--- src/rtl/reg_access_gate.sv ---
module reg_access_gate #(
  parameter int AW = 8,
  parameter int DW = 32,
  parameter int NREG = 16,
  parameter int WIN_TICKS = 8,
  parameter int KEY_W = 30,
  parameter logic [KEY_W-1:0] ACCESS_KEY = 30'h1A2B3C4D,
  parameter logic [AW-1:0] KEY_ADDR = 8'h24,
  parameter logic [AW-1:0] LOCK_ADDR = 8'h20
) (
  input  logic          clk,
  input  logic          por_n,
  input  logic          tick,
  input  logic          nv_lock_in,
  input  logic [AW-1:0] addr,
  input  logic [DW-1:0] wdata,
  input  logic          wr_en,
  input  logic          rd_en,
  output logic [DW-1:0] rdata,
  output logic          ack,
  output logic          err,
  output logic          nv_lock_wr
);
  localparam int CW = $clog2(WIN_TICKS + 1);
  localparam int IW = $clog2(NREG);

  logic          open_q, perm_q, smp_q, req_q;
  logic [CW-1:0] cnt_q;
  logic [DW-1:0] regs_q [NREG];

  wire expired  = (cnt_q == CW'(WIN_TICKS));
  wire any_acc  = wr_en | rd_en;
  wire clash    = wr_en & rd_en;
  wire hit_key  = (addr == KEY_ADDR);
  wire hit_lock = (addr == LOCK_ADDR);
  wire hit_data = (addr < AW'(NREG));
  wire key_ok   = wr_en & ~rd_en & hit_key & (wdata[KEY_W-1:0] == ACCESS_KEY)
                  & ~expired & ~perm_q & smp_q;
  wire good     = ~clash & (key_ok | (open_q & (hit_key | hit_lock | hit_data)));
  wire open_wr  = good & wr_en & open_q;
  wire open_rd  = good & rd_en & open_q;
  wire [IW-1:0] idx = addr[IW-1:0];

  always_ff @(posedge clk or negedge por_n) begin
    if (!por_n) begin
      open_q     <= 1'b0;
      perm_q     <= 1'b1;
      smp_q      <= 1'b0;
      req_q      <= 1'b0;
      cnt_q      <= '0;
      ack        <= 1'b0;
      err        <= 1'b0;
      rdata      <= '0;
      nv_lock_wr <= 1'b0;
    end else begin
      ack        <= any_acc;
      err        <= any_acc & ~good;
      nv_lock_wr <= 1'b0;
      rdata      <= '0;
      if (!smp_q) begin
        smp_q  <= 1'b1;
        perm_q <= nv_lock_in;
      end
      if (tick && !expired) cnt_q <= cnt_q + 1'b1;
      if (key_ok) open_q <= 1'b1;
      if (open_wr && hit_lock && wdata[0]) begin
        req_q      <= 1'b1;
        nv_lock_wr <= 1'b1;
      end
      if (open_rd) begin
        if (hit_lock)      rdata <= DW'(req_q);
        else if (hit_data) rdata <= regs_q[idx];
      end
    end
  end

  always_ff @(posedge clk or negedge por_n) begin
    if (!por_n) begin
      for (int i = 0; i < NREG; i++) regs_q[i] <= '0;
    end else if (open_wr && hit_data) begin
      regs_q[idx] <= wdata;
    end
  end

  p_locked_read_refused_r1: assert property (@(posedge clk) disable iff (!por_n)
    (!open_q && rd_en) |=> (ack && err && rdata == '0));
  p_open_sticky_r2: assert property (@(posedge clk) disable iff (!por_n)
    open_q |=> open_q);
  p_window_saturates_r3: assert property (@(posedge clk) disable iff (!por_n)
    expired |=> expired);
  p_no_late_unlock_r3: assert property (@(posedge clk) disable iff (!por_n)
    (expired && !open_q) |=> !open_q);
  p_perm_blocks_r6: assert property (@(posedge clk) disable iff (!por_n)
    (smp_q && perm_q) |-> !open_q);
  p_commit_with_ack_r7: assert property (@(posedge clk) disable iff (!por_n)
    nv_lock_wr |-> (ack && !err));
  p_req_sticky_r7: assert property (@(posedge clk) disable iff (!por_n)
    req_q |=> req_q);
  p_zero_when_locked_r9: assert property (@(posedge clk) disable iff (!por_n)
    !open_q |=> rdata == '0);
endmodule

--- config.mk ---
export PLATFORM = sky130hd
export DESIGN_NAME = reg_access_gate
export DESIGN_NICKNAME = d
export VERILOG_FILES = /design/src/rtl/reg_access_gate.sv
export SDC_FILE = /design/constraint.sdc
export NUM_CORES = 1
export LEC_CHECK = 0
export ABC_AREA = 1
export CAP_MARGIN = 20
export CELL_PAD_IN_SITES_DETAIL_PLACEMENT = 1
export CELL_PAD_IN_SITES_GLOBAL_PLACEMENT = 2
export CORE_MARGIN = 2
export CORE_UTILIZATION = 40
export DETAILED_ROUTE_END_ITERATION = 6
export DONT_BUFFER_PORTS = 1
export PLACE_DENSITY_LB_ADDON = 0.1
export REMOVE_ABC_BUFFERS = 1
export SYNTH_ARGS = -nofsm -noshare
export SYNTH_HDL_FRONTEND = slang
export SYNTH_SLANG_ARGS = --single-unit
--- constraint.sdc ---
create_clock -name clk -period 2 [get_ports clk]
set_input_delay 0.1 -clock clk [delete_from_list [all_inputs] [get_ports clk]]
set_output_delay 0.1 -clock clk [all_outputs]
set_load 0.02 [all_outputs]
==> results.sh, run 1 <==
export IMPL_status="finished with violations"
export IMPL_violations="hold timing, slew limit, setup timing"
export IMPL_critPathLaunchType="flip-flop"
export IMPL_design_die_area_mm2=0.06810
export IMPL_fin_skew_ps=21.97
export IMPL_tritoncts="done"
export IMPL_crit_path_max_fanout=15
export IMPL_die_width_um=261.0
export IMPL_grt_util_all_layers=0.3329
export IMPL_path_cells="inv_2 > ha_4 > nand3_4 > nand3_4 > nor2_4 > nand3_4 > a21oi_4 > buf_12 > buf_16 > buf_12 > clkbuf_16 > nand4_1 > nand2_1"
export IMPL_h_tree_depth=3
export IMPL_finalNetCount=3156
export IMPL_cp_common_cell="nand3_4"
export IMPL_synth_main_ff_cell="dfrtp_1"
export IMPL_rows=94
export IMPL_worst_slew_pin_slew_ps=3523
export IMPL_peakVddDrop_v=0.0005685
export IMPL_critPathKind="reg -> reg"
export IMPL_synth_cells=3131
export IMPL_yosysTopAreaCell="dfrtp_1"
export IMPL_grt_pass1_vias=26177
export IMPL_layout_drive_gt1_share=0.1366
export IMPL_min_period_ps=2093
export IMPL_slew_headroom=-1.348
export IMPL_yosysSeqAreaShare=0.5259
export IMPL_slowest_delay_ps=380
export IMPL_leakage_uw=0.01599
export IMPL_crit_required_ps=2550
export IMPL_place_port_buffers=0
export IMPL_first_iter_violations=2330
export IMPL_dp_hpwl_um=62660
export IMPL_clockBufferDepth=3
export IMPL_yosysMostFrequentCell="nand2_1"
export IMPL_syn_to_final_growth_pct=20.85
export IMPL_cts_buffers=67
export IMPL_synthArstFlopShare=1.000
export IMPL_ant_nets=0
export IMPL_design_core_area_mm2=0.06551
export IMPL_gr_total_overflow=0
export IMPL_drv_cap=0
export IMPL_netlist_area_leader_share=0.5249
export IMPL_whs_ps=-798.5
export IMPL_ios=81
export IMPL_clockRootBuffer="clkbuf_16"
export IMPL_rsz0062_at_grt="yes"
export IMPL_finalMaxSlewViolations=486
export IMPL_fin_setup_tns_ps=-6436
export IMPL_grt_start_max_net_pins=556
export IMPL_wirelength_um=115300
export IMPL_drt_pass1_iterations=6
export IMPL_max_freq_mhz=477.9
export IMPL_drc=0
export IMPL_antenna_found_initial=4
export IMPL_grt_pass1_wl_um=171100
export IMPL_synth_area_mm2=0.02641
export IMPL_cts_sinks=555
export IMPL_endpoint_kind="flip-flop"
export IMPL_num_vias=25179
export IMPL_synth_edf_count=0
export IMPL_p_per_area_mw_per_mm2=792.0
export IMPL_cts_clk_slew_worst_paths_ps=60
export IMPL_min_path_type="in -> async"
export IMPL_ys_top_cells_by_area="dfrtp_1 52%, nand2_1 16%, nand4_1 12%"
export IMPL_critPathSlowestCell="dfrtp_1"
export IMPL_yosys_warnings=0
export IMPL_vias_per_cell=6.259
export IMPL_period_share=1.046
export IMPL_wire_per_inst_um=28.67
export IMPL_start_util=0.4031
export IMPL_hold_violations=633
export IMPL_fp_dieH_um=261.0
export IMPL_ys_top_cells_by_count="1119 x nand2_1, 554 x dfrtp_1, 523 x nand4_1"
export IMPL_synth_distinct_cells=25
export IMPL_finalSetupViolCount=193
export IMPL_cp_arrival_ps=2650
export IMPL_gp_congestion=0.8239
export IMPL_ys_ff_latch=555
export IMPL_avgSynthCellArea_um2=8.435
export IMPL_final_util=0.4872
export IMPL_fin_ws_ps=-92.66
export IMPL_clk_latency_ps=620
==> cells by family (layout without fill, tap and decap cells) <==
logic type | count (synthesis) | count (layout) | share of synthesized area
other | 1 | 4 | 0.0001420
buffers and inverters | 389 | 414 | 0.06211
DFF | 555 | 555 | 0.5259
AOI/OAI and AO/OA | 360 | 360 | 0.09181
xor gates and xnor gates | 3 | 3 | 0.0009951
and+or+nand+nor | 1821 | 1821 | 0.3181
adders and majority gates | 2 | 2 | 0.0009474
==> registers in the layout, indices dropped and copies added, names as in the netlist <==
signal      count
rdata          32
cnt_q           4
ack             1
regs_q        512
req_q           1
perm_q          1
smp_q           1
nv_lock_wr      1
open_q          1
err             1
==> worst max-delay path: cells and delay by family (launching register included) <==
family	cells	cell delay, ps
AO/OA/AOI/OAI	1	160
buffers and inverters	5	720
AND/OR/NAND/NOR	6	580
flip-flops	1	380
adder cells (fa/ha/maj)	1	160
==> where the power goes <==
part | total [µW] | internal, µW | switching [µW] | leakage [µW]
registers | 11400 | 11300 | 58.3 | 0.00772
clock network | 12300 | 7190 | 5110 | 0.00108
logic | 1610 | 498 | 1110 | 0.00720
total | 25300 | 19000 | 6280 | 0.0160
==> area by class of cell <==
cell class / instances / area [µm²]
Clock inverter: 17 / 165.2
Tap cell: 864 / 1081
Inverter: 41 / 163.9
Clock buffer: 100 / 2002
Multi-Input combinational cell: 2187 / 11140
Timing Repair Buffer: 256 / 3466
Sequential cell: 555 / 13890
Antenna cell: 3 / 7.507
Fill cell: 7406 / 33590
==> repair_timing <==
item / 4_1_cts / 5_1_grt
pin swaps: 9 / 28
buffers inserted: 15 / 7
gates cloned: 11 / 16
hold buffers: 31 / 2
gates resized for setup: 45 / 15
hold endpoints to repair: 1105 / 683
setup endpoints to repair: 527 / 532
==> metal layers <==
| layer | part of all wire | wire (µm) | track usage | up-vias |
|---|---|---|---|---|
| met4 | 0.039 | 4486 | 0.1244 | 0 |
| li1 | - | - | - | 10803 |
| met3 | 0.062 | 7171 | 0.04239 | 261 |
| met2 | 0.48 | 55060 | 0.5518 | 978 |
| met1 | 0.42 | 48610 | 0.4471 | 13137 |
| met5 | 0 | 0 | 0 | - |
==> cell usage in the layout, fill, tap and decap left out, types with 32 or more instances in the layout <==
cell type / instances
a21oi_1: 110
a22oi_1: 249
buf_12: 64
buf_4: 113
clkbuf_16: 82
dfrtp_1: 554
dlygate4sd3_1: 33
inv_1: 32
nand2_1: 1115
nand4_1: 523
nor2_1: 84
or2_2: 54
==> final timing paths <==
kind	slack, ps	startpoint	cells past startpoint	end
worst max-delay path	-90	cnt_q[1]$_DFFE_PN0P_	13	regs_q[264]$_DFFE_PN0P_
worst min-delay path	-800	por_n	0	nv_lock_wr$_DFF_PN0_
worst max register to register	-90	cnt_q[1]$_DFFE_PN0P_	13	regs_q[264]$_DFFE_PN0P_
worst min register to register	450	req_q$_DFFE_PN0P_	2	req_q$_DFFE_PN0P_
max in group asynchronous	50	por_n	0	regs_q[160]$_DFFE_PN0P_
min in group clk	-370	wdata[14]	2	regs_q[206]$_DFFE_PN0P_
==> per-stage QoR <==
stage / hold WS [ps] / total power [µW] / instances / area (µm²) / setup WS (ps)
final: -798.5 / 25280 / 4023 / 31920 / -92.66
after detailed placement: -173.2 / 12710 / 3822 / 28300 / -189.4
after CTS: -816.0 / 25280 / 3996 / 31400 / -104.1
after floorplan: -195.6 / 12000 / 2783 / 24920 / -18310
after global placement: -169.9 / 12690 / 3822 / 28300 / -103.4
after global routing: -824.3 / 25930 / 4022 / 31910 / -154.9
(Power assumes the default switching activity.)
==> inputs of run 2 (changes only) <==
--- a/config.mk
+++ b/config.mk
@@ -13,6 +13,7 @@
 export CORE_UTILIZATION = 40
 export DETAILED_ROUTE_END_ITERATION = 6
 export DONT_BUFFER_PORTS = 1
+export HOLD_SLACK_MARGIN = 0.12
 export PLACE_DENSITY_LB_ADDON = 0.1
 export REMOVE_ABC_BUFFERS = 1
 export SYNTH_ARGS = -nofsm -noshare
==> run 2 against run 1 <==
The run still ends with hold timing, slew limit, setup timing left; clock skew shrank 1.6 ps; via count hardly changed; final area increased by 0.21%; sequential share of layout area is 0.092 points lower; flip-flop and latch count stayed put; non-clock buffer count is 7 higher; critical path type unchanged; core utilization is 0.10 points higher; critical path depth stayed put; worst setup slack improved by 5.7 ps; combinational power about the same; highest routed layer unchanged.
==> results.sh, run 2 (same netlist as run 1, synthesis figures left out) <==
export IMPL_final_util=0.4882
export IMPL_rows=94
export IMPL_path_delay_family="buffers and inverters"
export IMPL_p_total_uw=25290
export IMPL_place_port_buffers=0
export IMPL_critPathLaunch="cnt_q[1]$_DFFE_PN0P_"
export IMPL_clockBufferDepth=3
export IMPL_slew_headroom=-0.7013
export IMPL_timing_rr_end="regs_q[264]$_DFFE_PN0P_"
export IMPL_ios=81
export IMPL_crit_required_ps=2550
export IMPL_first_iter_violations=2315
export IMPL_wirelength_um=115300
export IMPL_crit_cells=13
export IMPL_tritoncts="done"
export IMPL_period_share=1.043
export IMPL_status="finished with violations"
export IMPL_power_internal_uw=19000
export IMPL_cp_arrival_ps=2640
export IMPL_fin_setup_tns_ps=-5905
export IMPL_grt_start_max_net_pins=556
export IMPL_max_freq_mhz=479.2
export IMPL_clockPowerShare=0.486
export IMPL_fp_dieH_um=261.0
export IMPL_grt_util_all_layers=0.3330
export IMPL_leakage_uw=0.01603
export IMPL_clockRootBuffer="clkbuf_16"
export IMPL_endpoint_kind="flip-flop"
export IMPL_wire_per_inst_um=28.61
export IMPL_min_path_type="in -> async"
export IMPL_syn_to_final_growth_pct=21.10
export IMPL_rrSetupSlack_ps=-90
export IMPL_final_common_cell="nand2_1"
export IMPL_seq_power_share=0.450
export IMPL_gp_congestion=0.8239
export IMPL_cp_common_cell="nand3_4"
export IMPL_min_period_ps=2087
export IMPL_fin_skew_ps=20.34
export IMPL_fillers=7407
export IMPL_critPathKind="reg -> reg"
export IMPL_cts_clk_slew_worst_paths_ps=60
export IMPL_num_vias=25178
export IMPL_drt_pass1_iterations=5
export IMPL_largestRegisters="regs_q x512, rdata x32, cnt_q x4"
export IMPL_peakVddDrop_v=0.0005687
export IMPL_clk_latency_ps=620
export IMPL_cts_buffers=67
export IMPL_setup_worst_path_end="regs_q[264]$_DFFE_PN0P_"
export IMPL_switching_share=0.2486
export IMPL_largest_register="regs_q"
export IMPL_cts_sinks=555
export IMPL_fin_ws_ps=-86.99
export IMPL_whs_ps=-812.9
export IMPL_critPathLaunchType="flip-flop"
export IMPL_antenna_found_initial=3
export IMPL_violations="hold timing, slew limit, setup timing"
export IMPL_worst_path_buf_inv=5
export IMPL_drc=0
export IMPL_layout_drive_gt1_share=0.1366
export IMPL_slowest_delay_ps=380
export IMPL_layout_common_cells="1115 x nand2_1, 554 x dfrtp_1, 523 x nand4_1"
export IMPL_finalNetCount=3163
export IMPL_placed_area_mm2=0.02830
export IMPL_design_core_area_mm2=0.06551
export IMPL_die_width_um=261.0
export IMPL_h_tree_depth=3
export IMPL_worst_slew_pin_slew_ps=2552
export IMPL_grt_pass1_wl_um=171300
export IMPL_crit_path_max_fanout=15
export IMPL_power_switching_uw=6286
export IMPL_path_cells="inv_2 > ha_4 > nand3_4 > nand3_4 > nor2_4 > nand3_4 > a21oi_4 > buf_12 > buf_16 > buf_12 > clkbuf_16 > nand4_1 > nand2_1"
export IMPL_vias_per_cell=6.249
export IMPL_hold_violations=651
export IMPL_finalSetupViolCount=193
export IMPL_critPathSlowestCell="dfrtp_1"
export IMPL_r2r_start="cnt_q[1]$_DFFE_PN0P_"
export IMPL_start_util=0.4031
export IMPL_design_die_area_mm2=0.06810
export IMPL_largest_reg_flops=512
export IMPL_r2r_cells=13
export IMPL_p_per_area_mw_per_mm2=790.7
export IMPL_gr_total_overflow=0
export IMPL_rsz0062_at_grt="yes"
export IMPL_finalMaxSlewViolations=444
export IMPL_ant_nets=0
export IMPL_grt_pass1_vias=26231
export IMPL_drv_cap=0
export IMPL_dp_hpwl_um=62660
export IMPL_comb_power_share=0.064
export IMPL_stdcell_area_mm2=0.03198
## run 2: worst min path at each step
stage / from / end / slack [ps]
final: por_n / regs_q[486]$_DFFE_PN0P_ / -810
after global routing: por_n / regs_q[486]$_DFFE_PN0P_ / -840
after global placement: por_n / nv_lock_wr$_DFF_PN0_ / -170
after CTS: por_n / regs_q[358]$_DFFE_PN0P_ / -820
after floorplan: por_n / ack$_DFF_PN0_ / -200
after detailed placement: por_n / regs_q[358]$_DFFE_PN0P_ / -170
## run 2: power groups by stage
stage                     Combinational, µW  Sequential (µW)  Clock [µW]
after detailed placement               1150            11600           0
after floorplan                         460            11500           0
after CTS                              1500            11400       12400
after global placement                 1140            11500           0
after global routing                   1670            11400       12900
final                                  1620            11400       12300
## run 2: timing repair
action / 4_1_cts / 5_1_grt
endpoints found under the hold margin: 1109 / 667
endpoints found under the setup margin: 527 / 531
pin swaps: 9 / 32
cloned: 11 / 16
setup buffers: 15 / 8
hold buffers: 39 / 1
resized for setup: 45 / 17
## run 2: cell type report
cell class | instances | area (µm²) | area share
Timing Repair Buffer | 263 | 3538 | 0.1106
Clock inverter | 17 | 165.2 | 0.005164
Sequential cell | 555 | 13890 | 0.4343
Multi-Input combinational cell | 2187 | 11140 | 0.3483
Clock buffer | 100 | 2002 | 0.06259
Antenna cell | 2 | 5.005 | 0.0001565
Tap cell | 864 | 1081 | 0.03380
Inverter | 41 | 163.9 | 0.005125
## run 2: metrics by stage
| stage | setup slack [ps] | instances | hold WS (ps) |
|---|---|---|---|
| floorplan | -18310 | 2783 | -195.6 |
| global placement | -103.4 | 3822 | -169.9 |
| detailed placement | -189.4 | 3822 | -173.2 |
| CTS | -104.0 | 4004 | -816.0 |
| global route | -147.9 | 4029 | -837.0 |
| finish | -86.99 | 4029 | -812.9 |
## run 2: worst register-to-register path, stage by stage, from the launching register on
cell,delay [ps]
dfrtp_1,380
inv_2,70
ha_4,160
nand3_4,90
nand3_4,70
nor2_4,120
nand3_4,110
a21oi_4,160
buf_12,150
buf_16,160
buf_12,180
clkbuf_16,190
nand4_1,100
nand2_1,90
## run 2: layer usage
layer  vias up  GRT usage  wire (µm)  part of all wire
met5         -          0          0                 0
met1     13174     0.4478      48910              0.42
met2       926     0.5518      55260              0.48
li1      10825          -          -                 -
met3       253    0.04249       6686             0.058
met4         0     0.1240       4395             0.038
